[src/rtl/rx_fifo_pkg.sv]
package rx_fifo_pkg;
  localparam int unsigned TRIG_W = 4;
  localparam int unsigned LVL_W  = 4;

  // Trigger field encodes thresholds 1..16 as value plus one.
  function automatic logic [LVL_W:0] trig_to_thresh(input logic [TRIG_W-1:0] sel);
    return {1'b0, sel} + (LVL_W+1)'(1);
  endfunction
endpackage

[src/rtl/rxf_store.sv]
module rxf_store #(
  parameter int DATA_W = 16,
  parameter int DEPTH  = 16
) (
  input  logic                     clk,
  input  logic                     rst_n,
  input  logic                     push_req,
  input  logic [DATA_W-1:0]        push_data,
  input  logic                     pop_req,
  output logic [DATA_W-1:0]        head_data,
  output logic [$clog2(DEPTH):0]   count,
  output logic                     push_acc,
  output logic                     pop_acc,
  output logic                     is_full
);
  localparam int PTR_W = $clog2(DEPTH);
  localparam int CNT_W = PTR_W + 1;

  logic [DATA_W-1:0] mem_q [DEPTH];
  logic [PTR_W-1:0]  wr_q, wr_d, rd_q, rd_d;
  logic [CNT_W-1:0]  cnt_q, cnt_d;
  logic              is_empty;

  always_comb begin
    is_full  = (cnt_q == CNT_W'(DEPTH));
    is_empty = (cnt_q == '0);
    push_acc = push_req & ~is_full;
    pop_acc  = pop_req & ~is_empty;
    wr_d     = wr_q + PTR_W'(push_acc);
    rd_d     = rd_q + PTR_W'(pop_acc);
    cnt_d    = cnt_q + CNT_W'(push_acc) - CNT_W'(pop_acc);
  end

  always_ff @(posedge clk or negedge rst_n) begin
    if (!rst_n) begin
      wr_q  <= '0;
      rd_q  <= '0;
      cnt_q <= '0;
    end else begin
      wr_q  <= wr_d;
      rd_q  <= rd_d;
      cnt_q <= cnt_d;
    end
  end

  always_ff @(posedge clk) begin
    if (push_acc) mem_q[wr_q] <= push_data;
  end

  assign head_data = mem_q[rd_q];
  assign count     = cnt_q;
endmodule

[src/rtl/rxf_idle_timer.sv]
module rxf_idle_timer #(
  parameter int TO_W = 16
) (
  input  logic            clk,
  input  logic            rst_n,
  input  logic            activity,
  input  logic            occupied,
  input  logic [TO_W-1:0] limit,
  output logic            expire
);
  logic [TO_W-1:0] cnt_q, cnt_d;

  // Saturates at the limit so one idle period fires once.
  always_comb begin
    cnt_d  = cnt_q;
    expire = 1'b0;
    if (activity || !occupied) begin
      cnt_d = '0;
    end else if ((limit != '0) && (cnt_q < limit)) begin
      cnt_d  = cnt_q + TO_W'(1);
      expire = (cnt_d == limit);
    end
  end

  always_ff @(posedge clk or negedge rst_n) begin
    if (!rst_n) cnt_q <= '0;
    else        cnt_q <= cnt_d;
  end
endmodule

[src/rtl/rxf_sticky.sv]
module rxf_sticky (
  input  logic clk,
  input  logic rst_n,
  input  logic set_evt,
  input  logic clr_evt,
  output logic flag
);
  logic flag_q, flag_d;

  // A set event outranks a clear in the same cycle.
  always_comb flag_d = set_evt | (flag_q & ~clr_evt);

  always_ff @(posedge clk or negedge rst_n) begin
    if (!rst_n) flag_q <= 1'b0;
    else        flag_q <= flag_d;
  end

  assign flag = flag_q;
endmodule

[src/rtl/rx_fifo_stat.sv]
module rx_fifo_stat
  import rx_fifo_pkg::*;
#(
  parameter int DATA_W = 16,
  parameter int DEPTH  = 16,
  parameter int TO_W   = 16
) (
  input  logic              clk,
  input  logic              rst_n,
  input  logic              port_en,
  input  logic              push_valid,
  input  logic [DATA_W-1:0] push_data,
  input  logic              pop,
  output logic [DATA_W-1:0] pop_data,
  input  logic [3:0]        trig_sel,
  input  logic [TO_W-1:0]   idle_limit,
  input  logic              svc_irq_en,
  input  logic              svc_dma_en,
  input  logic              tmo_irq_en,
  input  logic              ovr_clr,
  input  logic              tmo_clr,
  output logic [3:0]        level,
  output logic              not_empty,
  output logic              ovr_flag,
  output logic              svc_flag,
  output logic              tmo_flag,
  output logic              irq,
  output logic              dma_req
);
  localparam int CNT_W = $clog2(DEPTH) + 1;

  logic [CNT_W-1:0] count;
  logic             push_acc, pop_acc, is_full;
  logic             tmo_fire;
  logic             svc_to_irq, svc_to_dma;

  rxf_store #(.DATA_W(DATA_W), .DEPTH(DEPTH)) store_i (
    .clk       (clk),
    .rst_n     (rst_n),
    .push_req  (push_valid),
    .push_data (push_data),
    .pop_req   (pop),
    .head_data (pop_data),
    .count     (count),
    .push_acc  (push_acc),
    .pop_acc   (pop_acc),
    .is_full   (is_full)
  );

  rxf_idle_timer #(.TO_W(TO_W)) timer_i (
    .clk      (clk),
    .rst_n    (rst_n),
    .activity (push_valid | pop_acc),
    .occupied (not_empty),
    .limit    (idle_limit),
    .expire   (tmo_fire)
  );

  rxf_sticky ovr_i (
    .clk     (clk),
    .rst_n   (rst_n),
    .set_evt (push_valid & is_full),
    .clr_evt (ovr_clr),
    .flag    (ovr_flag)
  );

  rxf_sticky tmo_i (
    .clk     (clk),
    .rst_n   (rst_n),
    .set_evt (tmo_fire),
    .clr_evt (tmo_clr),
    .flag    (tmo_flag)
  );

  always_comb begin
    level      = LVL_W'(count - CNT_W'(1));
    not_empty  = (count != '0);
    svc_flag   = port_en & (CNT_W'(count) >= CNT_W'(trig_to_thresh(trig_sel)));
    svc_to_irq = svc_flag & svc_irq_en & ~svc_dma_en;
    svc_to_dma = svc_flag & svc_dma_en & ~svc_irq_en;
    irq        = ovr_flag | svc_to_irq | (tmo_flag & tmo_irq_en);
    dma_req    = svc_to_dma;
  end
endmodule

[config.mk]
export PLATFORM = sky130hd
export DESIGN_NAME = rx_fifo_stat
export DESIGN_NICKNAME = d
export VERILOG_FILES = /design/src/rtl/rx_fifo_pkg.sv /design/src/rtl/rxf_store.sv /design/src/rtl/rxf_idle_timer.sv /design/src/rtl/rxf_sticky.sv /design/src/rtl/rx_fifo_stat.sv
export SDC_FILE = /design/constraint.sdc
export NUM_CORES = 1
export LEC_CHECK = 0
export BUFFER_PORTS_ARGS = -buffer_cell sky130_fd_sc_hd__buf_2
export CORE_UTILIZATION = 55
export DETAILED_ROUTE_END_ITERATION = 8
export PLACE_DENSITY = 0.73
export SYNTH_ARGS = -nofsm -noshare
export SYNTH_HDL_FRONTEND = slang
export SYNTH_HIERARCHICAL = 1
export SYNTH_SLANG_ARGS = --single-unit
[constraint.sdc]
create_clock -name clk -period 3.9 [get_ports clk]
set_clock_uncertainty 0.2 [all_clocks]
set_input_delay 0.195 -clock clk [delete_from_list [all_inputs] [get_ports clk]]
set_output_delay 0.195 -clock clk [all_outputs]
set_load 0.01 [all_outputs]
==> results of run 1 <==
==> metrics by stage <==
step / total power [W] / util, %
floorplan: 0.00610 / -
global placement: 0.00701 / 59.5
detailed placement: 0.00705 / 59.5
CTS: 0.00964 / 64.4
global route: 0.0101 / 64.4
finish: 0.00959 / 64.4
==> power by group through the flow <==
stage | logic, W | clock network (W) | registers [W]
3_5_place_dp | 0.00300 | 0 | 0.00405
3_3_place_gp | 0.00298 | 0 | 0.00404
4_1_cts | 0.00305 | 0.00260 | 0.00400
2_1_floorplan | 0.00223 | 0 | 0.00386
5_1_grt | 0.00330 | 0.00273 | 0.00403
6_report | 0.00304 | 0.00256 | 0.00399
==> timing repair <==
action | CTS | global route
hold buffers | 23 | 0
hold endpoints to repair | 291 | 0
setup buffers | 0 | 0
==> cell families (layout without fill, tap and decap cells) <==
| kind of cell | Yosys count | after routing |
|---|---|---|
| flip-flops | 287 | 287 |
| AND/OR/NAND/NOR | 142 | 142 |
| AO/OA/AOI/OAI | 125 | 125 |
| multiplexers | 98 | 98 |
| buffers and inverters | 77 | 216 |
| XOR/XNOR | 37 | 37 |
| adder cells (fa/ha/maj) | 36 | 36 |
==> final cells by class <==
cell class,instances,area [sq um]
clock buffers,33,741
clock inverters,19,141
fillers,1614,8090
inverters,36,135
multi-input cells,438,3910
flip-flops and latches,287,8470
well taps,285,357
repair buffers,128,866
==> sequential cells by signal, summed over array words and instances, names as in the netlist <==
name	count
timer_i/cnt_q	16
store_i/count	5
store_i/rd_q	4
ovr_i/flag	1
tmo_i/flag	1
store_i/mem_q	256
store_i/wr_q	4
==> layer usage <==
layer  up-vias  part of all wire [%]  track usage (%)
met5         -                     0                0
met4         0                   2.4             6.67
met3        51                   7.2             3.39
met2       325                    49             39.9
met1      3791                    42             33.6
li1       3405                     -                -
==> worst min-delay path by stage <==
stage | slack (ps) | to | depth (start not counted)
after floorplan | -300 | ovr_i/flag | 0
after global routing | 130 | ovr_i/flag | 2
after detailed placement | 100 | ovr_i/flag | 1
after global placement | 100 | ovr_i/flag | 1
final | 70 | ovr_i/flag | 2
after CTS | 80 | timer_i/cnt_q[7] | 2
==> cell usage after synthesis, types with 3 or more instances <==
master	instances
sky130_fd_sc_hd__or3_1	5
sky130_fd_sc_hd__clkbuf_1	14
sky130_fd_sc_hd__mux4_2	32
sky130_fd_sc_hd__buf_6	6
sky130_fd_sc_hd__a21oi_1	16
sky130_fd_sc_hd__nor2b_1	3
sky130_fd_sc_hd__inv_1	36
sky130_fd_sc_hd__buf_8	3
sky130_fd_sc_hd__nand2b_1	8
sky130_fd_sc_hd__a21o_1	5
sky130_fd_sc_hd__o22ai_1	3
sky130_fd_sc_hd__a221oi_1	34
sky130_fd_sc_hd__xnor2_1	24
sky130_fd_sc_hd__buf_2	12
sky130_fd_sc_hd__nor4_1	12
sky130_fd_sc_hd__o21ai_1	5
sky130_fd_sc_hd__nand2_1	36
sky130_fd_sc_hd__a31oi_1	4
sky130_fd_sc_hd__or2_2	3
sky130_fd_sc_hd__dfrtp_1	31
sky130_fd_sc_hd__nor3_1	6
sky130_fd_sc_hd__o211ai_1	4
sky130_fd_sc_hd__a22oi_1	16
sky130_fd_sc_hd__nand4_1	13
sky130_fd_sc_hd__edfxtp_1	256
sky130_fd_sc_hd__mux2i_1	65
sky130_fd_sc_hd__nand3_1	13
sky130_fd_sc_hd__buf_4	5
sky130_fd_sc_hd__ha_1	35
sky130_fd_sc_hd__nor2_1	26
sky130_fd_sc_hd__o21ai_0	19
sky130_fd_sc_hd__xor2_1	13
==> worst max-delay path, delay by kind of cell, from the launching register on <==
kind / cells / cell delay (ps)
buffers and inverters: 4 / 850
adders and majority gates: 1 / 160
and+or+nand+nor: 6 / 1160
AOI/OAI and AO/OA: 2 / 530
DFF: 1 / 440
==> Flow_metrics.wiki, run 1 <==
{| class="wikitable"
! Metric !! Value
|-
| Number of buffers inserted by port buffering || 71
|-
| CTS clk-pin slew, worst paths || about 60 ps
|-
| Nets || 1,001
|-
| Grt ovf || 0
|-
| Status || finished, final reports clean
|-
| Inserted Diodes || 0
|-
| Max cap viols || 0
|-
| Total non-filler cell area in the finished layout || ~15,000 sq um
|-
| Synthesized-area fraction occupied by and/or/nand/nor cells || 5.90%
|-
| Pleak || 5.41 nW
|-
| Synth Cell Area || 12,700 sq um
|-
| Starting Density || 56.1%
|-
| Synthesized instance count || 802
|-
| Crit path cell chain || inv_1 -> ha_1 -> inv_1 -> o41a_1 -> or2_2 -> nor2b_1 -> buf_4 -> nand2_1 -> nor4_1 -> nand4_1 -> nor4_1 -> a21o_1 -> dlygate4sd3_1
|-
| Flop2flop setup slack || 500 ps
|-
| Cell at the root of the clock tree || sky130_fd_sc_hd__clkbuf_16
|-
| Worst hold slack || between 60 and 70 ps
|-
| Startpoint of the most critical setup path || store_i/count[2]
|-
| Final weighted congestion in routability-driven placement || 0.842
|-
| Share of the synthesized netlist area taken by xor and xnor gates || 2.54%
|-
| Routed len/inst || 22.4 um
|-
| Number of antenna violations at the first check in global routing || 0
|-
| CP endpoint kind || flop
|-
| Vias/cell || 6.18
|-
| Achievable frequency || 294 MHz
|-
| Number of placed instances with taps included || approximately 1,200
|-
| Top-area cell type share of the netlist area || 60.3%
|-
| Via Count || roughly 7,600
|-
| Proportion of synthesized chip area in sequential cells || 66.4%
|-
| Post-Synthesis Net Count || 884
|-
| I/O pin count || 72
|-
| Worst setup path class || flop to flop
|-
| Most used cells in the layout excluding fill and tap cells || sky130_fd_sc_hd__edfxtp_1, sky130_fd_sc_hd__buf_2, sky130_fd_sc_hd__mux2i_1, sky130_fd_sc_hd__inv_1, sky130_fd_sc_hd__nand2_1
|-
| Critical path capture point || tmo_i/flag
|-
| Global-route usage over all layers || between 20 and 25%
|-
| Detailed Place HPWL || 17,300 um
|-
| Placed instance area || 13,500 sq um
|-
| Main flop type after synthesis || sky130_fd_sc_hd__edfxtp_1
|-
| Shortest clock period the worst path allows after layout || 3400 ps
|-
| Starting DRC count in detailed routing || 599
|-
| Buffer depth of the longest clock path || 3
|-
| Worst Setup Slack post-DPL || approximately 1100 ps
|-
| Mux cell area share after synthesis || a little over a tenth
|-
| Post-synthesis register bit count || 287
|-
| Number of failing hold endpoints at the final stage || 0
|-
| Remaining DRCs || 0
|-
| Post-synthesis average cell area || 15.9 sq um
|-
| Unrepaired setup endpoints after global routing || false
|-
| Most common library cell in the layout ignoring fill and taps || sky130_fd_sc_hd__edfxtp_1
|-
| Compound-cell area share of the yosys netlist || under 10%
|-
| Count of cells along the worst register-to-register path || 13
|-
| Pin slew with the least headroom to its limit || 739 ps
|-
| Max_slew headroom || 50.7%
|-
| VDD IR-drop max || about 0.38 mV
|-
| Post-route insts no fill || 1,226
|-
| Number of distinct library cells after synthesis || 64
|-
| Worst hold-check path type || primary input to async pin
|-
| DIE HEIGHT || 154 um
|-
| Synth area leaders || sky130_fd_sc_hd__edfxtp_1, sky130_fd_sc_hd__dfrtp_1, sky130_fd_sc_hd__mux4_2
|-
| Final worst-path setup slack || 498 ps
|-
| Drt total wl || 27,500 um
|-
| TritonCTS clock tree || yes
|-
| Power per standard cell area || 656 nW/um^2
|-
| Total CTS buffers || 28
|-
| Overall die area || roughly 24,000 sq um
|-
| Power Internal || 0.00650 W
|-
| TNS Setup || 0 ps
|-
| Post-route fraction of the period consumed by the critical path || 87.2%
|-
| Width of the chip || 154 um
|-
| Resize count post-CTS || 0
|-
| Initial DRT Pass Iterations || 5
|-
| Clock sinks || 287
|-
| Master of the slowest instance on the critical path || sky130_fd_sc_hd__dlygate4sd3_1
|-
| Row cnt || 55
|-
| Clk_lat worst skew || 520 ps
|-
| Global-route wire length before repair || about 43,000 um
|-
| Synthesis-to-layout area growth || 14.7%
|-
| Required time of the critical path || 4160 ps
|-
| Slowest stage delay, CP || 540 ps
|-
| CTS H-tree depth || 1
|-
| Net Sw Frac || 32.2%
|-
| Top cell type by total area after synthesis || sky130_fd_sc_hd__edfxtp_1
|-
| Dominant combinational cell family by area after synthesis || multiplexers
|-
| Critical path fanouts, max || 9
|-
| Final setup viols || 0
|-
| Comb power frac || 31.7%
|-
| Final ANT Viol Nets || 0
|-
| Switching power || 0.00309 W
|-
| Share of flip-flops with an asynchronous set or reset after synthesis || 10.8%
|-
| Placeable core region || 22,700 sq um
|-
| FF-to-FF End || tmo_i/flag
|-
| Largest net degree at the start of global routing || 34
|-
| Fraction of layout cells with a size suffix above 1 || ~22%
|-
| Yosys warnings || 6
|-
| Source of the worst register-to-register timing path || store_i/count[2]
|-
| Part of the total power dissipated in sequential elements || 41.6%
|-
| EDFF count, synth || 256
|-
| Max Slew Vio Count || 0
|-
| Via count of the first global-routing pass || 7,521
|-
| Adder-cell share of the synthesized area || 3.59%
|-
| Clock network fraction of design power || 26.7%
|-
| Data arrival time at the worst-slack endpoint || between 3000 and 4000 ps
|-
| Critical Path Source Type || flop
|}
Note: power is estimated with default switching activity, not from simulation.
==> run 2, diff against run 1 <==
- CTS_BUF_LIST: unset -> sky130_fd_sc_hd__clkbuf_4 sky130_fd_sc_hd__clkbuf_8
==> Flow_metrics.wiki, run 2 (synthesized netlist as in run 1, its figures left out) <==
{| class="wikitable"
! Metric !! Value
|-
| CP endpoint kind || flop (unchanged)
|-
| Total CTS buffers || 45 (was 28)
|-
| TNS Setup || 0 ps (unchanged)
|-
| Drt total wl || 27,300 um (was 27,500 um)
|-
| Vias/cell || 6.05 (was 6.18)
|-
| Crit path cell chain || ha_1 -> a211o_1 -> o211ai_1 -> o211ai_4 -> nor3_2 -> nand4_1 -> nor4_1 -> a21o_1 -> dlygate4sd3_1 (was inv_1 -> ha_1 -> inv_1 -> o41a_1 -> or2_2 -> nor2b_1 -> buf_4 -> nand2_1 -> nor4_1 -> nand4_1 -> nor4_1 -> a21o_1 -> dlygate4sd3_1)
|-
| Clock sinks || 287 (unchanged)
|-
| Inserted Diodes || 0 (unchanged)
|-
| Register area || 8470 sq um (unchanged)
|-
| Grt ovf || 0 (unchanged)
|-
| Remaining DRCs || 0 (unchanged)
|-
| Row cnt || 55 (unchanged)
|-
| TritonCTS clock tree || yes (unchanged)
|-
| Shortest clock period the worst path allows after layout || 3390 ps (was 3400 ps)
|-
| Buffer depth of the longest clock path || 3 (unchanged)
|-
| Flop2flop setup slack || 510 ps (was 500 ps)
|-
| Worst hold-check path type || primary input to async pin (unchanged)
|-
| Final ANT Viol Nets || 0 (unchanged)
|-
| Global-route usage over all layers || 24.0% (about the same)
|-
| Power per standard cell area || 658 nW/um^2 (was 656 nW/um^2)
|-
| Starting Density || 56.1% (unchanged)
|-
| Total power || 0.00967 W (was 0.00959 W)
|-
| Final weighted congestion in routability-driven placement || 0.842 (unchanged)
|-
| Achievable frequency || 295 MHz (was 294 MHz)
|-
| Most common library cell in the layout ignoring fill and taps || sky130_fd_sc_hd__edfxtp_1 (unchanged)
|-
| CTS H-tree depth || 2 (was 1)
|-
| Critical path fanouts, max || 10 (was 9)
|-
| Resize count post-CTS || 0 (unchanged)
|-
| Largest register FFs || 256 (unchanged)
|-
| Routed len/inst || 21.8 um (was 22.4 um)
|-
| CTS clk-pin slew, worst paths || 60 ps (about the same)
|-
| Starting DRC count in detailed routing || 640 (was 599)
|-
| Max Slew Vio Count || 0 (unchanged)
|-
| Largest net degree at the start of global routing || 34 (unchanged)
|-
| Fraction of layout cells with a size suffix above 1 || 24.9% (was 22.1%)
|-
| Detailed Place HPWL || 17,300 um (unchanged)
|-
| Global-route wire length before repair || 42,700 um (was 43,000 um)
|-
| Slowest stage delay, CP || 530 ps (was 540 ps)
|-
| Critical Path Source Type || flop (unchanged)
|-
| Nets || 1,018 (was 1,001)
|-
| Via count of the first global-routing pass || 7,669 (was 7,521)
|-
| Max cap viols || 0 (unchanged)
|-
| Max_slew headroom || 50.9% (was 50.7%)
|-
| Unrepaired setup endpoints after global routing || false (unchanged)
|-
| Placeable core region || 22,700 sq um (unchanged)
|-
| Required time of the critical path || 4170 ps (was 4160 ps)
|-
| Register with the most flip-flops || store_i/mem_q (unchanged)
|-
| Worst setup path class || flop to flop (unchanged)
|-
| DIE HEIGHT || 154 um (unchanged)
|-
| Footprint of the multi-input gates || 3910 sq um (unchanged)
|-
| Clk_lat worst skew || 540 ps (was 520 ps)
|-
| Pin slew with the least headroom to its limit || 737 ps (was 739 ps)
|-
| Number of buffers inserted by port buffering || 71 (unchanged)
|-
| Most used cells in the layout excluding fill and tap cells || sky130_fd_sc_hd__edfxtp_1, sky130_fd_sc_hd__buf_2, sky130_fd_sc_hd__mux2i_1, sky130_fd_sc_hd__clkbuf_8 (was sky130_fd_sc_hd__edfxtp_1, sky130_fd_sc_hd__buf_2, sky130_fd_sc_hd__mux2i_1, sky130_fd_sc_hd__inv_1, sky130_fd_sc_hd__nand2_1)
|-
| Cell at the root of the clock tree || sky130_fd_sc_hd__clkbuf_8 (was sky130_fd_sc_hd__clkbuf_16)
|-
| Pleak || 5.48 nW (was 5.41 nW)
|-
| Number of failing hold endpoints at the final stage || 0 (unchanged)
|-
| Via Count || 7,601 (was 7,572)
|-
| Status || finished, final reports clean (unchanged)
|-
| I/O pin count || 72 (unchanged)
|-
| Number of antenna violations at the first check in global routing || 0 (unchanged)
|-
| Final setup viols || 0 (unchanged)
|-
| Post-route fraction of the period consumed by the critical path || 86.8% (was 87.2%)
|-
| Synthesis-to-layout area growth || 15.4% (was 14.7%)
|-
| Master of the slowest instance on the critical path || sky130_fd_sc_hd__nor3_2 (was sky130_fd_sc_hd__dlygate4sd3_1)
|-
| Overall die area || 23,800 sq um (unchanged)
|-
| VDD IR-drop max || 0.347 mV (was 0.383 mV)
|-
| Initial DRT Pass Iterations || 8 (was 5)
|-
| Width of the chip || 154 um (unchanged)
|-
| Data arrival time at the worst-slack endpoint || 3650 ps (was 3660 ps)
|-
| Fill cell total of the finished layout || 1,602 (was 1,614)
|}
## run 2: power breakdown
group	internal, W	switching [W]	leakage, nW
combinational	0.00131	0.00171	2.26
sequential	0.00371	0.000277	2.71
clock	0.00154	0.00112	0.503
## run 2: final timing paths
| kind | to | cells past startpoint | from |
|---|---|---|---|
| min reg2reg | store_i/wr_q[0] | 1 | store_i/wr_q[0] |
| min in group clk | timer_i/cnt_q[4] | 8 | idle_limit[15] |
| min | ovr_i/flag | 2 | rst_n |
| max in group asynchronous | store_i/rd_q[0] | 2 | rst_n |
| max | tmo_i/flag | 9 | timer_i/cnt_q[13] |
| max reg2reg | tmo_i/flag | 9 | timer_i/cnt_q[13] |
## run 2: layout make-up
| cell class | instances | share of cell area [%] |
|---|---|---|
| Timing Repair Buffer | 128 | 5.89 |
| Sequential cell | 287 | 57.6 |
| Clock buffer | 61 | 5.20 |
| Multi-Input combinational cell | 438 | 26.6 |
| Tap cell | 285 | 2.42 |
| Clock inverter | 22 | 1.38 |
| Inverter | 36 | 0.919 |
## run 2: repair_timing
item / in CTS / in global routing
setup buffers: 0 / 0
hold endpoints to repair: 294 / 0
hold buffers: 23 / 0
## run 2: critical path, delay by kind of cell (launching register included)
family	cells	cell delay [ps]
AO/OA/AOI/OAI	4	720
adder cells (fa/ha/maj)	1	340
buffers and inverters	1	530
flip-flops	1	480
AND/OR/NAND/NOR	3	1030
## run 2: routing by layer
metal,GRT usage [%],up-vias,routed length [um]
li1,-,3446,-
met1,33.1,3806,11500
met2,39.3,305,13300
met3,4.06,44,1930
met4,7.57,0,561
met5,0,-,0
## run 2: stage by stage
step | util [%] | setup slack, ps | std cells | area (sq um) | hold WS, ps
final | 64.8 | 514 | 1257 | 14700 | 44.2
after global routing | 64.8 | 243 | 1257 | 14700 | 98.0
after CTS | 64.8 | 540 | 1257 | 14700 | 44.5
after detailed placement | 59.5 | 1090 | 1151 | 13500 | 99.4
after global placement | 59.5 | 1170 | 1151 | 13500 | 99.5
after floorplan | - | 798 | 802 | 12700 | -301
==> run 3, diff against run 2 <==
- PLACE_DENSITY: 0.73 -> unset
- PLACE_DENSITY_LB_ADDON: unset -> 0.25
==> Flow_metrics.wiki, run 3 (synthesized netlist as in run 1, its figures left out) <==
{| class="wikitable"
! Metric !! Value
|-
| Met2 usage in global routing || 41.5% (was 39.3%)
|-
| CTS H-tree depth || 2 (unchanged)
|-
| Fill cell total of the finished layout || 1,610 (was 1,602)
|-
| Largest register FFs || 256 (unchanged)
|-
| Register with the most flip-flops || store_i/mem_q (unchanged)
|-
| Remaining DRCs || 0 (unchanged)
|-
| Cell type group with the largest total delay on the critical path || simple AND/OR/NAND/NOR gates (unchanged)
|-
| Resize count post-CTS || 0 (unchanged)
|-
| Met1 Resource Use GR || 32.3% (was 33.1%)
|-
| Nets || 1,017 (was 1,018)
|-
| Achievable frequency || 282 MHz (was 295 MHz)
|-
| CTS clk-pin slew, worst paths || 60 ps (about the same)
|-
| Flop2flop setup slack || 360 ps (was 510 ps)
|-
| Final worst-path setup slack || 357 ps (was 514 ps)
|-
| Startpoint of the most critical setup path || store_i/count[2] (was timer_i/cnt_q[13])
|-
| Levels on crit path || 13 (was 9)
|-
| Most used cells in the layout excluding fill and tap cells || sky130_fd_sc_hd__edfxtp_1, sky130_fd_sc_hd__buf_2, sky130_fd_sc_hd__mux2i_1, sky130_fd_sc_hd__clkbuf_8 (unchanged)
|-
| Final weighted congestion in routability-driven placement || 0.893 (was 0.842)
|-
| I/O pin count || 72 (unchanged)
|-
| Total CTS buffers || 46 (was 45)
|-
| Pin slew with the least headroom to its limit || 782 ps (was 737 ps)
|-
| Unrepaired setup endpoints after global routing || false (unchanged)
|-
| Worst hold-check path type || primary input to async pin (unchanged)
|-
| Starting DRC count in detailed routing || 529 (was 640)
|-
| Synthesis-to-layout area growth || 15.0% (was 15.4%)
|-
| Placeable core region || 22,700 sq um (unchanged)
|-
| Starting Density || 56.1% (unchanged)
|-
| Final ANT Viol Nets || 0 (unchanged)
|-
| Number of placed instances with taps included || 1,149 (was 1,151)
|-
| Detailed Place HPWL || 17,800 um (was 17,300 um)
|-
| Post-route insts no fill || 1,251 (was 1,257)
|-
| Row cnt || 55 (unchanged)
|-
| Power per standard cell area || 656 nW/um^2 (was 658 nW/um^2)
|-
| Worst setup path class || flop to flop (unchanged)
|-
| TritonCTS clock tree || yes (unchanged)
|-
| Number of buffers inserted by port buffering || 71 (unchanged)
|-
| VDD IR-drop max || 0.311 mV (was 0.347 mV)
|-
| Count of cells along the worst register-to-register path || 13 (was 9)
|-
| Shortest clock period the worst path allows after layout || 3540 ps (was 3390 ps)
|-
| Source of the worst register-to-register timing path || store_i/count[2] (was timer_i/cnt_q[13])
|-
| Post-route fraction of the period consumed by the critical path || 90.8% (was 86.8%)
|-
| Pleak || 5.47 nW (was 5.48 nW)
|-
| Global-route wire length before repair || 43,900 um (was 42,700 um)
|-
| Critical Path Source Type || flop (unchanged)
|-
| Via Count || 7,658 (was 7,601)
|-
| Max_slew headroom || 47.9% (was 50.9%)
|-
| CP endpoint kind || flop (unchanged)
|-
| Number of antenna violations at the first check in global routing || 0 (unchanged)
|-
| Global-route usage over all layers || 24.6% (was 24.0%)
|-
| Vias/cell || 6.12 (was 6.05)
|-
| Worst Setup Slack post-DPL || 896 ps (was 1090 ps)
|-
| Overall die area || 23,800 sq um (unchanged)
|-
| Global routing met3 resource utilization || 4.40% (was 4.06%)
|-
| Critical path fanouts, max || 9 (was 10)
|-
| Master of the slowest instance on the critical path || sky130_fd_sc_hd__dlygate4sd3_1 (was sky130_fd_sc_hd__nor3_2)
|-
| Max cap viols || 0 (unchanged)
|-
| Routed len/inst || 22.7 um (was 21.8 um)
|-
| Busiest grt layer || met2 (unchanged)
|-
| FF-to-FF End || tmo_i/flag (unchanged)
|-
| TNS Setup || 0 ps (unchanged)
|-
| Drt total wl || 28,400 um (was 27,300 um)
|-
| Post-CTS repair timing setup buffer count || 0 (unchanged)
|-
| Grt ovf || 0 (unchanged)
|-
| Total power || 0.00961 W (was 0.00967 W)
|-
| Inserted Diodes || 0 (unchanged)
|-
| Width of the chip || 154 um (unchanged)
|-
| Via count of the first global-routing pass || 7,915 (was 7,669)
|-
| Number of buffers inserted by hold repair at cts || 23 (unchanged)
|-
| Largest net degree at the start of global routing || 36 (was 34)
|-
| Number of failing hold endpoints at the final stage || 0 (unchanged)
|-
| Crit path cell chain || inv_1 -> ha_1 -> inv_1 -> o41a_1 -> or2_2 -> nor2b_1 -> buf_4 -> nand2_1 -> nor4_1 -> nand4_1 -> nor4_1 -> a21o_1 -> dlygate4sd3_1 (was ha_1 -> a211o_1 -> o211ai_1 -> o211ai_4 -> nor3_2 -> nand4_1 -> nor4_1 -> a21o_1 -> dlygate4sd3_1)
|-
| Cell at the root of the clock tree || sky130_fd_sc_hd__clkbuf_8 (unchanged)
|-
| Fraction of layout cells with a size suffix above 1 || 23.4% (was 24.9%)
|-
| Data arrival time at the worst-slack endpoint || 3820 ps (was 3650 ps)
|-
| Final setup viols || 0 (unchanged)
|-
| Clk_lat worst skew || 540 ps (about the same)
|-
| Buffer depth of the longest clock path || 3 (unchanged)
|-
| Status || finished, final reports clean (unchanged)
|-
| Slowest stage delay, CP || 530 ps (about the same)
|-
| Required time of the critical path || 4180 ps (was 4170 ps)
|-
| Clock sinks || 287 (unchanged)
|-
| Initial DRT Pass Iterations || 5 (was 8)
|-
| Crit path buf inv count || 4 (was 1)
|-
| Most common library cell in the layout ignoring fill and taps || sky130_fd_sc_hd__edfxtp_1 (unchanged)
|-
| DIE HEIGHT || 154 um (unchanged)
|-
| Critical path capture point || tmo_i/flag (unchanged)
|-
| Max Slew Vio Count || 0 (unchanged)
|}
run 3: cell count changes in the layout (fill, tap and decap cells not counted), moves of 2 or more:
cell                       previous run  this run
sky130_fd_sc_hd__clkinv_1            10         8
sky130_fd_sc_hd__buf_4               32        28
sky130_fd_sc_hd__buf_12               2         4
sky130_fd_sc_hd__nor2_1              14        26
sky130_fd_sc_hd__nor2_2              12         0
run 3: routing by layer:
layer / routed length, um / part of all wire [%]
met5: 0 / 0
met4: 765 / 2.7
met3: 1970 / 6.9
met2: 14300 / 50
met1: 11400 / 40
run 3: final cells by class:
type                            count  area (sq um)  share of cell area, %
Sequential cell                   287          8470                   57.8
Inverter                           36           135                  0.922
Clock inverter                     18           161                   1.10
Clock buffer                       61           764                   5.22
Multi-Input combinational cell    438          3890                   26.5
Tap cell                          285           357                   2.43
Timing Repair Buffer              126           876                   5.98
run 3: worst min-delay path by stage:
stage / to / start / cells after the start / slack, ps
finish: timer_i/cnt_q[14] / rst_n / 2 / 80
global route: store_i/count[2] / rst_n / 2 / 140
CTS: store_i/count[2] / rst_n / 2 / 70
detailed placement: ovr_i/flag / rst_n / 1 / 120
global placement: ovr_i/flag / rst_n / 1 / 100
floorplan: ovr_i/flag / rst_n / 0 / -300
run 3: stage by stage:
stage          hold WS (ps)  area [sq um]  util [%]
6_report               75.3         14600      64.5
5_1_grt                 137         14600      64.5
4_1_cts                70.3         14600      64.5
3_5_place_dp            118         13500      59.4
3_3_place_gp            101         13500      59.4
2_1_floorplan          -301         12700         -
run 3: power by group:
| group | switching (W) | leakage [nW] | internal (W) | total, W |
|---|---|---|---|---|
| combinational | 0.00168 | 2.27 | 0.00131 | 0.00299 |
| sequential | 0.000311 | 2.71 | 0.00371 | 0.00402 |
| clock | 0.00113 | 0.486 | 0.00147 | 0.00260 |
